<file path="src/rtl/psw_exc_pkg.sv">
package psw_exc_pkg;

  // Status-word flag positions; the return sequence depends on these.
  localparam int IntEnCurBit  = 0;
  localparam int IntEnPrvBit  = 1;
  localparam int UserCurBit   = 2;
  localparam int UserPrvBit   = 3;
  localparam int NmiActiveBit = 9;

  // One action per cycle, chosen by the control module.
  typedef struct packed {
    logic doRet;
    logic doDis;
    logic doEn;
    logic doSwi;
    logic doWrSt;
    logic doWrExc;
  } ctl_strobes_t;

endpackage

</file>
<file path="src/rtl/psw_exc_ctrl.sv">
module psw_exc_ctrl
  import psw_exc_pkg::*;
(
  input  logic         cmdDisable,
  input  logic         cmdEnable,
  input  logic         cmdReturn,
  input  logic         cmdSoftIrq,
  input  logic         crWrEn,
  input  logic         crWrSel,
  output ctl_strobes_t ctl
);

  // Fixed priority: return, disable, enable, software interrupt, write.
  always_comb begin
    ctl = '0;
    if (cmdReturn) begin
      ctl.doRet = 1'b1;
    end else if (cmdDisable) begin
      ctl.doDis = 1'b1;
    end else if (cmdEnable) begin
      ctl.doEn = 1'b1;
    end else if (cmdSoftIrq) begin
      ctl.doSwi = 1'b1;
    end else if (crWrEn) begin
      if (crWrSel) begin
        ctl.doWrExc = 1'b1;
      end else begin
        ctl.doWrSt = 1'b1;
      end
    end
  end

endmodule

</file>
<file path="src/rtl/psw_exc_path.sv">
module psw_exc_path
  import psw_exc_pkg::*;
#(
  parameter int PC_W      = 32,
  parameter int STAT_W    = 32,
  parameter int EXC_W     = 32,
  parameter int SWI_IDX_W = 2,
  parameter int SWI_BASE  = 4
) (
  input  logic                 clk,
  input  logic                 rstN,
  input  ctl_strobes_t         ctl,
  input  logic [SWI_IDX_W-1:0] softIrqIdx,
  input  logic [PC_W-1:0]      savedEpc,
  input  logic [PC_W-1:0]      savedNpc,
  input  logic [31:0]          crWrData,
  output logic [STAT_W-1:0]    statusReg,
  output logic [EXC_W-1:0]     excReg,
  output logic [PC_W-1:0]      retPc,
  output logic                 retValid
);

  localparam int SWI_CNT = 1 << SWI_IDX_W;
  localparam logic [PC_W-1:0] EVEN_MASK = ~{{(PC_W-1){1'b0}}, 1'b1};

  logic [STAT_W-1:0] statusNext;
  logic [EXC_W-1:0]  excNext;
  logic [EXC_W-1:0]  swiMask;
  logic [PC_W-1:0]   retPcNext;
  logic              nmiActive;

  assign nmiActive = statusReg[NmiActiveBit];

  // One-hot pending mask for the selected software interrupt.
  generate
    for (genvar g = 0; g < EXC_W; g++) begin : g_swiMask
      if (g >= SWI_BASE && g < SWI_BASE + SWI_CNT) begin : g_live
        assign swiMask[g] = (softIrqIdx == SWI_IDX_W'(g - SWI_BASE));
      end else begin : g_dead
        assign swiMask[g] = 1'b0;
      end
    end
  endgenerate

  always_comb begin
    statusNext = statusReg;
    if (ctl.doRet) begin
      if (nmiActive) begin
        statusNext[NmiActiveBit] = 1'b0;
      end else begin
        statusNext[UserCurBit]  = statusReg[UserPrvBit];
        statusNext[IntEnCurBit] = statusReg[IntEnPrvBit];
      end
    end else if (ctl.doDis) begin
      statusNext[IntEnCurBit] = 1'b0;
    end else if (ctl.doEn) begin
      statusNext[IntEnCurBit] = 1'b1;
    end else if (ctl.doWrSt) begin
      statusNext = crWrData[STAT_W-1:0];
    end
  end

  always_comb begin
    excNext = excReg;
    if (ctl.doSwi) begin
      excNext = excReg | swiMask;
    end else if (ctl.doWrExc) begin
      excNext = crWrData[EXC_W-1:0];
    end
  end

  assign retPcNext = (nmiActive ? savedNpc : savedEpc) & EVEN_MASK;

  always_ff @(posedge clk or negedge rstN) begin
    if (!rstN) begin
      statusReg <= '0;
      excReg    <= '0;
      retPc     <= '0;
      retValid  <= 1'b0;
    end else begin
      statusReg <= statusNext;
      excReg    <= excNext;
      retValid  <= ctl.doRet;
      if (ctl.doRet) begin
        retPc <= retPcNext;
      end
    end
  end

  AST_DIS_CLEARS: assert property (@(posedge clk) disable iff (!rstN)
    ctl.doDis |=> !statusReg[IntEnCurBit]);
  AST_EN_SETS: assert property (@(posedge clk) disable iff (!rstN)
    ctl.doEn |=> statusReg[IntEnCurBit]);
  AST_NMI_RETURN: assert property (@(posedge clk) disable iff (!rstN)
    (ctl.doRet && statusReg[NmiActiveBit]) |=>
      (!statusReg[NmiActiveBit] && retPc == ($past(savedNpc) & EVEN_MASK)));
  AST_RET_EVEN: assert property (@(posedge clk) disable iff (!rstN)
    retValid |-> !retPc[0]);
  AST_NORMAL_RETURN: assert property (@(posedge clk) disable iff (!rstN)
    (ctl.doRet && !statusReg[NmiActiveBit]) |=>
      (statusReg[UserCurBit] == $past(statusReg[UserPrvBit]) &&
       statusReg[IntEnCurBit] == $past(statusReg[IntEnPrvBit])));
  AST_PREV_KEPT: assert property (@(posedge clk) disable iff (!rstN)
    ctl.doRet |=> ($stable(statusReg[IntEnPrvBit]) && $stable(statusReg[UserPrvBit])));
  AST_SWI_SETS: assert property (@(posedge clk) disable iff (!rstN)
    ctl.doSwi |=> excReg[SWI_BASE + int'($past(softIrqIdx))]);
  AST_IDLE_NO_VALID: assert property (@(posedge clk) disable iff (!rstN)
    !ctl.doRet |=> (!retValid && $stable(retPc)));

endmodule

</file>
<file path="src/rtl/psw_exc_unit.sv">
module psw_exc_unit
  import psw_exc_pkg::*;
#(
  parameter int PC_W      = 32,
  parameter int STAT_W    = 32,
  parameter int EXC_W     = 32,
  parameter int SWI_IDX_W = 2,
  parameter int SWI_BASE  = 4
) (
  input  logic                 clk,
  input  logic                 rstN,
  input  logic                 cmdDisable,
  input  logic                 cmdEnable,
  input  logic                 cmdReturn,
  input  logic                 cmdSoftIrq,
  input  logic [SWI_IDX_W-1:0] softIrqIdx,
  input  logic [PC_W-1:0]      savedEpc,
  input  logic [PC_W-1:0]      savedNpc,
  input  logic                 crWrEn,
  input  logic                 crWrSel,
  input  logic [31:0]          crWrData,
  output logic [STAT_W-1:0]    statusReg,
  output logic [EXC_W-1:0]     excReg,
  output logic [PC_W-1:0]      retPc,
  output logic                 retValid
);

  ctl_strobes_t ctl;

  psw_exc_ctrl u_ctrl (
    .cmdDisable (cmdDisable),
    .cmdEnable  (cmdEnable),
    .cmdReturn  (cmdReturn),
    .cmdSoftIrq (cmdSoftIrq),
    .crWrEn     (crWrEn),
    .crWrSel    (crWrSel),
    .ctl        (ctl)
  );

  psw_exc_path #(
    .PC_W      (PC_W),
    .STAT_W    (STAT_W),
    .EXC_W     (EXC_W),
    .SWI_IDX_W (SWI_IDX_W),
    .SWI_BASE  (SWI_BASE)
  ) u_path (
    .clk        (clk),
    .rstN       (rstN),
    .ctl        (ctl),
    .softIrqIdx (softIrqIdx),
    .savedEpc   (savedEpc),
    .savedNpc   (savedNpc),
    .crWrData   (crWrData),
    .statusReg  (statusReg),
    .excReg     (excReg),
    .retPc      (retPc),
    .retValid   (retValid)
  );

  // Port-level priority checks spanning both submodules.
  AST_RET_WINS: assert property (@(posedge clk) disable iff (!rstN)
    cmdReturn |=> retValid);
  AST_DIS_BEATS_EN: assert property (@(posedge clk) disable iff (!rstN)
    (cmdDisable && cmdEnable && !cmdReturn) |=> !statusReg[IntEnCurBit]);
  AST_WRITE_LOSES: assert property (@(posedge clk) disable iff (!rstN)
    (crWrEn && cmdSoftIrq && !cmdReturn && !cmdDisable && !cmdEnable) |=>
      $stable(statusReg));

endmodule

</file>
<file path="config.mk">
export PLATFORM = sky130hd
export DESIGN_NAME = psw_exc_unit
export DESIGN_NICKNAME = d
export VERILOG_FILES = /design/src/rtl/psw_exc_pkg.sv /design/src/rtl/psw_exc_ctrl.sv /design/src/rtl/psw_exc_path.sv /design/src/rtl/psw_exc_unit.sv
export SDC_FILE = /design/constraint.sdc
export NUM_CORES = 1
export LEC_CHECK = 0
export CORE_MARGIN = 5
export CORE_UTILIZATION = 36
export DETAILED_ROUTE_END_ITERATION = 16
export PLACE_DENSITY_LB_ADDON = 0.12
export SYNTH_ARGS = -nofsm -noshare
export SYNTH_HDL_FRONTEND = slang
export SYNTH_SLANG_ARGS = --single-unit
</file>
<file path="constraint.sdc">
create_clock -name clk -period 1.2 [get_ports clk]
set_input_delay 0.12 -clock clk [delete_from_list [all_inputs] [get_ports clk]]
set_output_delay 0.12 -clock clk [all_outputs]
set_load 0.02 [all_outputs]
</file>
After elaboration in Yosys (flattened, before gate mapping)
Cells that the tools add are included.
- magnitude comparators: 0
- bitwise operators: 4
- add/sub/neg operators: 0
- muxes and demuxes: 24
- shift operators: 0
- divide/modulo/power cells: 0
- multiply operators: 0
- reductions and logical operators: 8
- equal/unequal tests: 6
- operator list (operator ; number):
    $mux 32 ; 3
    $or 32x8->32 ; 1
    $mux 9 ; 2
    $mux 1 ; 13
    $mux 10 ; 1
    $reduce_and 4->1 ; 2
    $mux 5 ; 1
    $eq 2x2->1 const B ; 2
    $mux 2 ; 2
    $mux 4 ; 1
    $ne 2x1->1 const B ; 2
    $reduce_bool 2->1 ; 2
    $reduce_bool 4->1 ; 1
    $mux 3 ; 1
    $not 1->1 ; 3
    $reduce_and 3->1 ; 1
    $eq 2x1->1 const B ; 1
    $logic_not 2->1 ; 1
    $ne 2x2->1 const B ; 1
    $reduce_and 2->1 ; 1
- RAM bits: 0
- input port bits: 106
- bits in latches: 0
- memories: 0
- ROM bits: 0
- register bits after elaboration: 96

Logic depth before layout (Yosys ltp)
Gate-level depths: netlist of the first run.
- depth after elaboration: 10
- depth in mapped cells: 6

By module
From an unflattened synthesis of the first run, not the netlist that was laid out.
- cells, all modules: 306
- area, all modules: 4062.6 sq um
- by module, submodules not included (module ; times used ; cells an instance ; area each (sq um)):
    psw_exc_path ; 1 ; 297 ; 3996.3
    psw_exc_ctrl ; 1 ; 9 ; 66.3

Worst setup path before layout of the first run
No wires, ideal clock.
- path kind: register -> register
- from: register u_path.statusReg[9]
- to: register u_path.retPc[10]
- setup time: 0.137 ns
- cell stages (with the launch flop): 5
- buffers on the path: 2
- slack: -0.177 ns
- data arrival time: 1.240 ns
- clock period less this slack: 1.377 ns
- path through: dfrtp_1 clkbuf_1 buf_2 mux2i_1 a21oi_1
- cells in the longest elaborated chain, start to end: 1
- ends and longest elaborated chain (element ; line ; RTL):
    from (decl) ; psw_exc_path.sv:17 ; output logic [STAT_W-1:0] statusReg,
    from (signal assigned) ; psw_exc_path.sv:81 ; statusReg <= statusNext;
    $mux 32 ; psw_exc_path.sv:72 ; assign retPcNext = (nmiActive ? savedNpc : savedEpc) & EVEN_MASK;
    to (signal assigned) ; psw_exc_path.sv:85 ; retPc <= retPcNext;
    to (decl) ; psw_exc_path.sv:19 ; output logic [PC_W-1:0] retPc,
Every way passes these cells.
A chain may end at the register's enable or synchronous reset.

Final worst setup path of the first run
- from: register u_path.excReg[25]
- to: output excReg[25]
- RTL lines (element ; line ; RTL):
    from (decl) ; psw_exc_path.sv:18 ; output logic [EXC_W-1:0] excReg,
    from (signal assigned) ; psw_exc_path.sv:82 ; excReg <= excNext;
    to (decl) ; psw_exc_unit.sv:23 ; output logic [EXC_W-1:0] excReg,
No word-level cell between the ends.

==> results of run 1 <==
worst register-to-register path, stage by stage, from the launching register on:
cell      delay [ps]
dfrtp_2          430
buf_4            200
nand2b_1         180
nand3_1           90
o211ai_1          80
synthesized netlist by cell type, types with 3 or more instances:
cell | n | area share
dfrtp_1 | 96 | 0.60
nand2_1 | 87 | 0.081
nor2_1 | 39 | 0.036
a21oi_1 | 36 | 0.045
mux2i_1 | 32 | 0.079
mux2_2 | 23 | 0.064
buf_2 | 6 | 0.0074
clkbuf_1 | 6 | 0.0056
mux2_4 | 6 | 0.022
buf_6 | 5 | 0.014
buf_4 | 3 | 0.0056
power by group:
part           total [W]  internal, W  leakage [nW]  switching [W]
Combinational    0.00252      0.00118          1.83        0.00134
Sequential       0.00402      0.00375          1.17       0.000270
Clock            0.00306      0.00184         0.157        0.00121
metrics by stage:
stage	worst slack, ps	util	hold WS (ps)	total power, W
floorplan	12.7	-	-176	0.00525
global placement	-465	0.582	13.5	0.00692
detailed placement	-509	0.582	14.2	0.00700
CTS	-4.46	0.604	81.1	0.00972
global route	0.726	0.610	102	0.0101
finish	31.8	0.610	93.5	0.00959
sequential cells by signal, indices dropped and copies added (netlist names):
register	count
u_path.excReg	32
u_path.statusReg	32
u_path.retPc	31
u_path.retValid	1
kinds of logic (layout without fill, tap and decap cells):
family / after synthesis / in the layout / share of synthesized area
simple gates: 140 / 140 / 0.148
other cells: 1 / 1 / 0.000929
flops: 96 / 96 / 0.595
mux: 61 / 61 / 0.166
compound gates: 42 / 42 / 0.0549
buf+inv: 23 / 246 / 0.0353
routing by layer:
metal	vias to the layer above	GRT usage	wire [um]	share of wire
met5	-	0	25	0.0021
met4	4	0.0596	179	0.015
met3	16	0.0507	836	0.071
met2	108	0.303	6020	0.51
met1	1637	0.209	4690	0.40
li1	1644	-	-	-
what timing repair did:
item,4_1_cts,5_1_grt
setup endpoints to repair,160,47
setup buffers,3,0
cloned,0,2
hold buffers,1,0
endpoints found under the hold margin,96,0
pin swaps,3,1
gates resized for setup,106,19
path summary, 6_finish.rpt:
check	slack [ps]	endpoint	cells after the start
max in group asynchronous	520	u_path.excReg[30]	3
worst max register to register	110	u_path.statusReg[2]	4
worst min register to register	470	u_path.excReg[2]	2
min in group asynchronous	220	u_path.retPc[12]	2
worst min-delay path	90	u_path.retValid	2
worst max-delay path	30	excReg[25]	1
layout make-up:
| class | count | area [um^2] | area share |
|---|---|---|---|
| clock buffers | 10 | 229 | 0.0343 |
| clock inverters | 6 | 91.3 | 0.0137 |
| inverters | 1 | 3.75 | 0.000563 |
| multi-input cells | 244 | 1510 | 0.226 |
| flip-flops and latches | 96 | 2400 | 0.360 |
| well taps | 140 | 175 | 0.0263 |
| repair buffers | 229 | 2260 | 0.339 |
cell usage in the layout (no fill, tap or decap), drive strengths merged, types with 3 or more instances in the layout:
| master | synthesis | final |
|---|---|---|
| a21oi | 36 | 36 |
| nand3 | 3 | 3 |
| dlygate4sd2 | 0 | 84 |
| nand2 | 88 | 88 |
| clkdlybuf4s50 | 0 | 96 |
| buf | 16 | 29 |
| mux2 | 29 | 29 |
| nor2 | 39 | 39 |
| dfrtp | 96 | 96 |
| inv | 1 | 3 |
| clkbuf | 6 | 15 |
| mux2i | 32 | 32 |
| clkdlybuf4s15 | 0 | 13 |
==> impl_metrics.tcl, run 1 <==
set metrics [dict create \
    status "complete, no violations" \
    cts_tree "done" \
    hp-start "cmdReturn" \
    final.setup.tns_ps 0 \
    crit_type "register to output port" \
    htree_num_levels 3 \
    numCtsBuffers 9 \
    cp.buffers_inverters 1 \
    setup_violations 0 \
    port_buffers 199 \
    finalCritPeriodShare 0.974 \
    clockRootBuffer "clkbuf_16" \
    wl_per_cell_um 16.2 \
    ios 203 \
    worstHoldPathType "primary input to register" \
    cpMaxStageDelayCell "dfrtp_1" \
    drc 0 \
    start_util 0.369 \
    synth_cell_types 30 \
    antenna_found_initial 2 \
    place_area_um2 6360 \
    clock_latency_ps 330 \
    synth-main-ff-cell "dfrtp_1" \
    syn_area_um2 4040 \
    dieHeight_um 116 \
    antenna_left 0 \
    leakage_nw 3.16 \
    dp_cells 704 \
    syn_to_final_growth_pct 65.3 \
    drive_gt1_frac 0.145 \
    design_area_um2 6670 \
    core-area_um2 10900 \
    path_max_fanout 2 \
    crit_path_end_kind "output port" \
    grt_first_pass_wirelength_mm 18.5 \
    clockBufferDepth 2 \
    cts.clk_slew.worst_paths_ps 70 \
    crit_chain "dlygate4sd2_1" \
    rows 38 \
    via_per_inst 4.70 \
    layout.cells.non_filler 726 \
    critPathLaunchType "register" \
    cts.sinks 96 \
    p_per_area_nw_per_um2 1440 \
    synth_cells 363 \
    diodes 0 \
    synth_edf_count 0 \
    nFillCells 989 \
    drv_cap 0 \
    finalClockSkew_ps 7.33 \
    ir_worst_vdd_v 0.000897 \
    gp_congestion 0.776 \
    cp.arrival_ps 1050 \
    synth-seq-cells 96 \
    ys_warn_count 0 \
    grt_overflow 0 \
    fmax_ghz 0.856 \
    final_nets 687 \
    crit_family "flip-flops" \
    post-dp-hpwl_mm 9.11 \
    finalWirelength_mm 11.8 \
    synth.yosys.seq_area_share 0.595 \
    slew_violations 0 \
    rsz0062_at_grt "no" \
    grt_pass1_vias 3766 \
    async_flop_share 1.00 \
    crit_path_start "u_path.excReg[25]" \
    grtUsageTotal 0.175 \
    vias 3409 \
    synth_area_per_cell_um2 11.1 \
    dr.pass1.iters 4 \
    drt_iter0_markers 122 \
    max_stage_delay_ps 390 \
    layout_min_cycle_time_ps 1170 \
    required_ps 1080 \
    r2r-start "u_path.statusReg[9]" \
    synthesis.nets 469 \
    die_w_um 116 \
    dieArea_um2 13400 \
    grt_max_degree 43 \
    hold_violations 0 \
]
Power figures use the tool's default switching activity.
==> inputs of run 2 (changes only) <==
- CORE_ASPECT_RATIO: not set -> 2
- HOLD_SLACK_MARGIN: not set -> 0.12
==> run 2 against run 1 <==
Combinational power is essentially flat. Register-to-register slack lost 98 ps. Wire length grew 2.0%. Fmax shrank 1.7%. Flip-flop and latch count is the same. Critical path type is now register to register. Highest routed layer unchanged.
==> impl_metrics.tcl, run 2 (same netlist as run 1, synthesis figures left out) <==
set metrics [dict create \
    ios 203 \
    grt_pass1_vias 3689 \
    diodes 0 \
    drv_cap 0 \
    reg2reg_to "u_path.retPc[29]" \
    final_common_cell "clkdlybuf4s50_1" \
    numCtsBuffers 9 \
    dieHeight_um 160 \
    layout.cells.non_filler 725 \
    clock_latency_ps 330 \
    drc 0 \
    drive_gt1_frac 0.149 \
    hold_ws_ps 143 \
    rsz0062_at_grt "yes" \
    port_buffers 199 \
    ir_worst_vdd_v 0.000681 \
    reg2regPathDepth 3 \
    cts_tree "done" \
    clock_power_share 0.306 \
    dp_cells 704 \
    status "complete, no violations" \
    grt_max_degree 53 \
    crit_path_end_kind "register" \
    fin_ws_ps 11.8 \
    htree_num_levels 3 \
    finalClockSkew_ps 6.37 \
    leakage_nw 3.13 \
    grt_first_pass_wirelength_mm 18.9 \
    cp.arrival_ps 1400 \
    dr.pass1.iters 4 \
    setup_violations 0 \
    clockBufferDepth 2 \
    start_util 0.369 \
    vias 3395 \
    worstHoldPathType "primary input to register" \
    grtUsageTotal 0.179 \
    swShare 0.294 \
    finalWirelength_mm 12.0 \
    fin_util 0.608 \
    post-dp-hpwl_mm 9.01 \
    slew_violations 0 \
    antenna_found_initial 1 \
    gp_congestion 0.782 \
    top_regs "u_path.excReg (32), u_path.statusReg (32), u_path.retPc (31)" \
    clockRootBuffer "clkbuf_16" \
    die_w_um 84.9 \
    drt_iter0_markers 84 \
    cts.clk_slew.worst_paths_ps 60 \
    via_per_inst 4.68 \
    final_cell_mix "96 x clkdlybuf4s50_1, 95 x dfrtp_1, 87 x nand2_1, 60 x dlygate4sd2_1, 39 x nor2_1" \
    finalCritPeriodShare 0.990 \
    rows 54 \
    path_max_fanout 14 \
    grt_overflow 0 \
    critPathLaunchType "register" \
    final_nets 687 \
    reg2reg_slack_ps 10 \
    hold_violations 0 \
    switching_power_w 0.00278 \
    cts.sinks 96 \
    combPwrFrac 0.268 \
    crit_path_start "u_path.statusReg[9]" \
    internal-power_w 0.00666 \
    syn_to_final_growth_pct 65.0 \
    p_per_area_nw_per_um2 1420 \
    dieArea_um2 13600 \
    wl_per_cell_um 16.5 \
    required_ps 1410 \
    antenna_left 0 \
    crit_type "register to register" \
    seqPwrFrac 0.427 \
    core-area_um2 10900 \
    layout_min_cycle_time_ps 1190 \
    fmax_ghz 0.842 \
    crit_end "u_path.retPc[29]" \
    detailedPlace.worstSlack_ps -455 \
    r2r-start "u_path.statusReg[9]" \
]
## run 2: worst max-delay path, stage by stage, from the launching register on
cell and delay [ps]:
dfrtp_2 460, buf_6 230, mux2i_1 280, a21oi_1 100
## run 2: how the worst min path moves through the flow
stage	start	endpoint	slack, ps	cells after the start
after floorplan	rstN	u_path.excReg[0]	-180	0
after global placement	rstN	u_path.statusReg[17]	50	1
after detailed placement	rstN	u_path.statusReg[17]	50	1
after CTS	cmdReturn	u_path.statusReg[9]	120	3
after global routing	cmdReturn	u_path.statusReg[9]	170	3
final	cmdReturn	u_path.statusReg[9]	140	3
## run 2: stage by stage
stage,setup TNS (ps),cell area [um^2],power [W]
finish,0,6660,0.00943
global route,-86.5,6660,0.00990
global placement,-25590,6310,0.00693
floorplan,0,4050,0.00525
detailed placement,-25840,6310,0.00698
CTS,-29.0,6630,0.00955
## run 2: power groups by stage
stage | clock network [W] | registers, W | logic (W)
final | 0.00288 | 0.00402 | 0.00253
after global routing | 0.00309 | 0.00409 | 0.00272
after global placement | 0 | 0.00408 | 0.00285
after detailed placement | 0 | 0.00409 | 0.00289
after CTS | 0.00298 | 0.00402 | 0.00255
after floorplan | 0 | 0.00470 | 0.000549
## run 2: layout make-up
type                       instances  area, um^2
inverter                           1        3.75
tap                              140         175
clock inverter                     4        53.8
fill                             982        4290
timing repair buffer             229        2260
sequential                        96        2400
multi-input combinational        244        1510
clock buffer                      11         253
## run 2: what timing repair did
action / in CTS / in global routing
hold endpoints to repair: 96 / 0
hold buffers: 1 / 0
gates cloned: 3 / 0
pin swaps: 2 / 2
buffers inserted: 1 / 1
gates resized for setup: 113 / 41
endpoints found under the setup margin: 160 / 62
## run 2: routing by layer
layer  share of wire  vias up  routed length (um)  GRT usage
li1                -     1641                   -          -
met1            0.36     1600                4300      0.185
met2            0.54      135                6510      0.332
met4           0.023        2                 272     0.0598
met5         0.00058        -                   7          0
met3           0.074       17                 893     0.0593
==> inputs of run 3 (changes only) <==
==> constraint.sdc (replaced) <==
create_clock -name clk -period 1.2 [get_ports clk]
set_input_delay 0.18 -clock clk [delete_from_list [all_inputs] [get_ports clk]]
set_output_delay 0.18 -clock clk [all_outputs]
set_load 0.02 [all_outputs]
==> run 3 against run 2 <==
Largest power group unchanged. Worst hold slack improved by 76 ps. Sequential share of layout area up 0.17 points. Clock power fell by 10%. Die area unchanged. Wire length fell by 0.58%. Sequential power about the same. First-iteration DRC count rose by 17%. Combinational power is 2% higher. Via count about the same. Flip-flop and latch count is the same. Critical path depth down 2.
==> impl_metrics.tcl, run 3 (same netlist as run 1, synthesis figures left out) <==
set metrics [dict create \
    grt_first_pass_wirelength_mm 18.7 \
    clock_latency_ps 330 \
    finalWirelength_mm 11.9 \
    drt_iter0_markers 98 \
    vias 3394 \
    seqPwrFrac 0.439 \
    r2r-start "u_path.statusReg[9]" \
    cp.arrival_ps 1000 \
    switching_power_w 0.00281 \
    post-dp-hpwl_mm 9.19 \
    cts_tree "done" \
    drc 0 \
    leakage_nw 3.00 \
    diodes 0 \
    drv_cap 0 \
    cpMaxStageDelayCell "dfrtp_1" \
    final_cell_mix "96 x clkdlybuf4s50_1, 95 x dfrtp_1, 87 x nand2_1, 59 x clkdlybuf4s15_2, 39 x nor2_1" \
    fin_util 0.606 \
    top_regs "u_path.excReg (32), u_path.statusReg (32), u_path.retPc (31)" \
    clockBufferDepth 2 \
    via_per_inst 4.66 \
    grtUsageTotal 0.175 \
    combPwrFrac 0.281 \
    worstHoldPathType "primary input to register" \
    reg2reg_to "u_path.retPc[28]" \
    start_util 0.369 \
    core-area_um2 10900 \
    finalClockSkew_ps 5.95 \
    reg2reg_slack_ps 70 \
    dr.pass1.iters 4 \
    reg2regPathDepth 4 \
    syn_to_final_growth_pct 64.2 \
    nFillCells 1014 \
    layout_min_cycle_time_ps 1180 \
    crit_chain "clkdlybuf4s15_2" \
    final_nets 690 \
    rows 54 \
    cts.sinks 96 \
    numCtsBuffers 9 \
    required_ps 1020 \
    setup_violations 0 \
    total_power_w 0.00921 \
    slew_violations 0 \
    gp_congestion 0.756 \
    internal-power_w 0.00640 \
    grt_overflow 0 \
    die_w_um 84.9 \
    worst-path-stages 1 \
    swShare 0.305 \
    cts.clk_slew.worst_paths_ps 60 \
    antenna_left 0 \
    clock_power_share 0.280 \
    crit_path_start "u_path.excReg[14]" \
    fmax_ghz 0.848 \
    hold_violations 0 \
    crit_family "flip-flops" \
    grt_max_degree 70 \
    antenna_found_initial 0 \
    finalCritPeriodShare 0.983 \
    p_per_area_nw_per_um2 1390 \
    critPathLaunchType "register" \
    path_max_fanout 2 \
    ios 203 \
    crit_type "register to output port" \
    dieHeight_um 160 \
    drive_gt1_frac 0.304 \
    final_common_cell "clkdlybuf4s50_1" \
    cp.buffers_inverters 1 \
    multiInputGateArea_um2 1520 \
    regArea_um2 2400 \
    htree_num_levels 3 \
    grt_pass1_vias 3626 \
    clockRootBuffer "clkbuf_16" \
    ir_worst_vdd_v 0.000828 \
    dieArea_um2 13600 \
    crit_path_end_kind "output port" \
    crit_end "excReg[14]" \
    status "complete, no violations" \
    port_buffers 199 \
    wl_per_cell_um 16.3 \
    max_stage_delay_ps 410 \
]
-- run 3: cell types whose count changed in the layout (fill, tap and decap cells not counted), sizes merged --
cell	change
clkinv	+2
bufbuf	-2
clkbuf	+11
clkdlybuf4s15	+30
bufinv	-1
buf	+21
dlygate4sd2	-57
-- run 3: power groups by stage --
stage          Combinational [W]  Sequential [W]  Clock (W)
4_1_cts                  0.00273         0.00405    0.00268
3_5_place_dp             0.00290         0.00410          0
5_1_grt                  0.00278         0.00410    0.00279
2_1_floorplan           0.000550         0.00470          0
3_3_place_gp             0.00287         0.00409          0
6_report                 0.00259         0.00404    0.00258
-- run 3: stage by stage --
| step | setup TNS (ps) | setup WS (ps) | cell area (um^2) | instances | hold WS [ps] |
|---|---|---|---|---|---|
| 3_3_place_gp | -28950 | -515 | 6360 | 709 | 222 |
| 3_5_place_dp | -29910 | -499 | 6360 | 709 | 230 |
| 4_1_cts | 0 | 0.863 | 6760 | 728 | 194 |
| 2_1_floorplan | -61.9 | -11.2 | 4050 | 363 | -116 |
| 5_1_grt | -2.44 | -2.44 | 6630 | 729 | 225 |
| 6_report | 0 | 20.3 | 6630 | 729 | 219 |
-- run 3: worst min-delay path by stage --
| stage | to | slack, ps | depth (start not counted) | startpoint |
|---|---|---|---|---|
| after global routing | u_path.statusReg[9] | 220 | 3 | cmdReturn |
| after floorplan | u_path.excReg[0] | -120 | 0 | rstN |
| after CTS | u_path.statusReg[9] | 190 | 3 | cmdReturn |
| after detailed placement | u_path.excReg[13] | 230 | 2 | rstN |
| final | u_path.statusReg[9] | 220 | 3 | cmdReturn |
| after global placement | u_path.statusReg[13] | 220 | 2 | rstN |
-- run 3: worst reg2reg max path: stages, from the launching register on --
cell and delay (ps):
dfrtp_2 380, buf_6 120, buf_12 160, mux2i_2 260, a21oi_1 90
-- run 3: final cells by class --
class,count,area share
Multi-Input combinational cell,244,0.230
Timing Repair Buffer,232,0.340
Sequential cell,96,0.363
Clock inverter,5,0.00510
Inverter,1,0.000566
Clock buffer,11,0.0351
Tap cell,140,0.0264
-- run 3: layer usage --
metal	track usage	vias up	share of wire
li1	-	1652	-
met3	0.0490	17	0.070
met1	0.180	1606	0.35
met5	0	-	0
met2	0.327	119	0.56
met4	0.0706	0	0.024
-- run 3: repair_timing --
action	in CTS	in global routing
buffers inserted	1	1
hold buffers	1	0
endpoints found under the hold margin	96	0
cloned	1	0
endpoints found under the setup margin	160	66
pin swaps	3	1
gates resized for setup	279	37
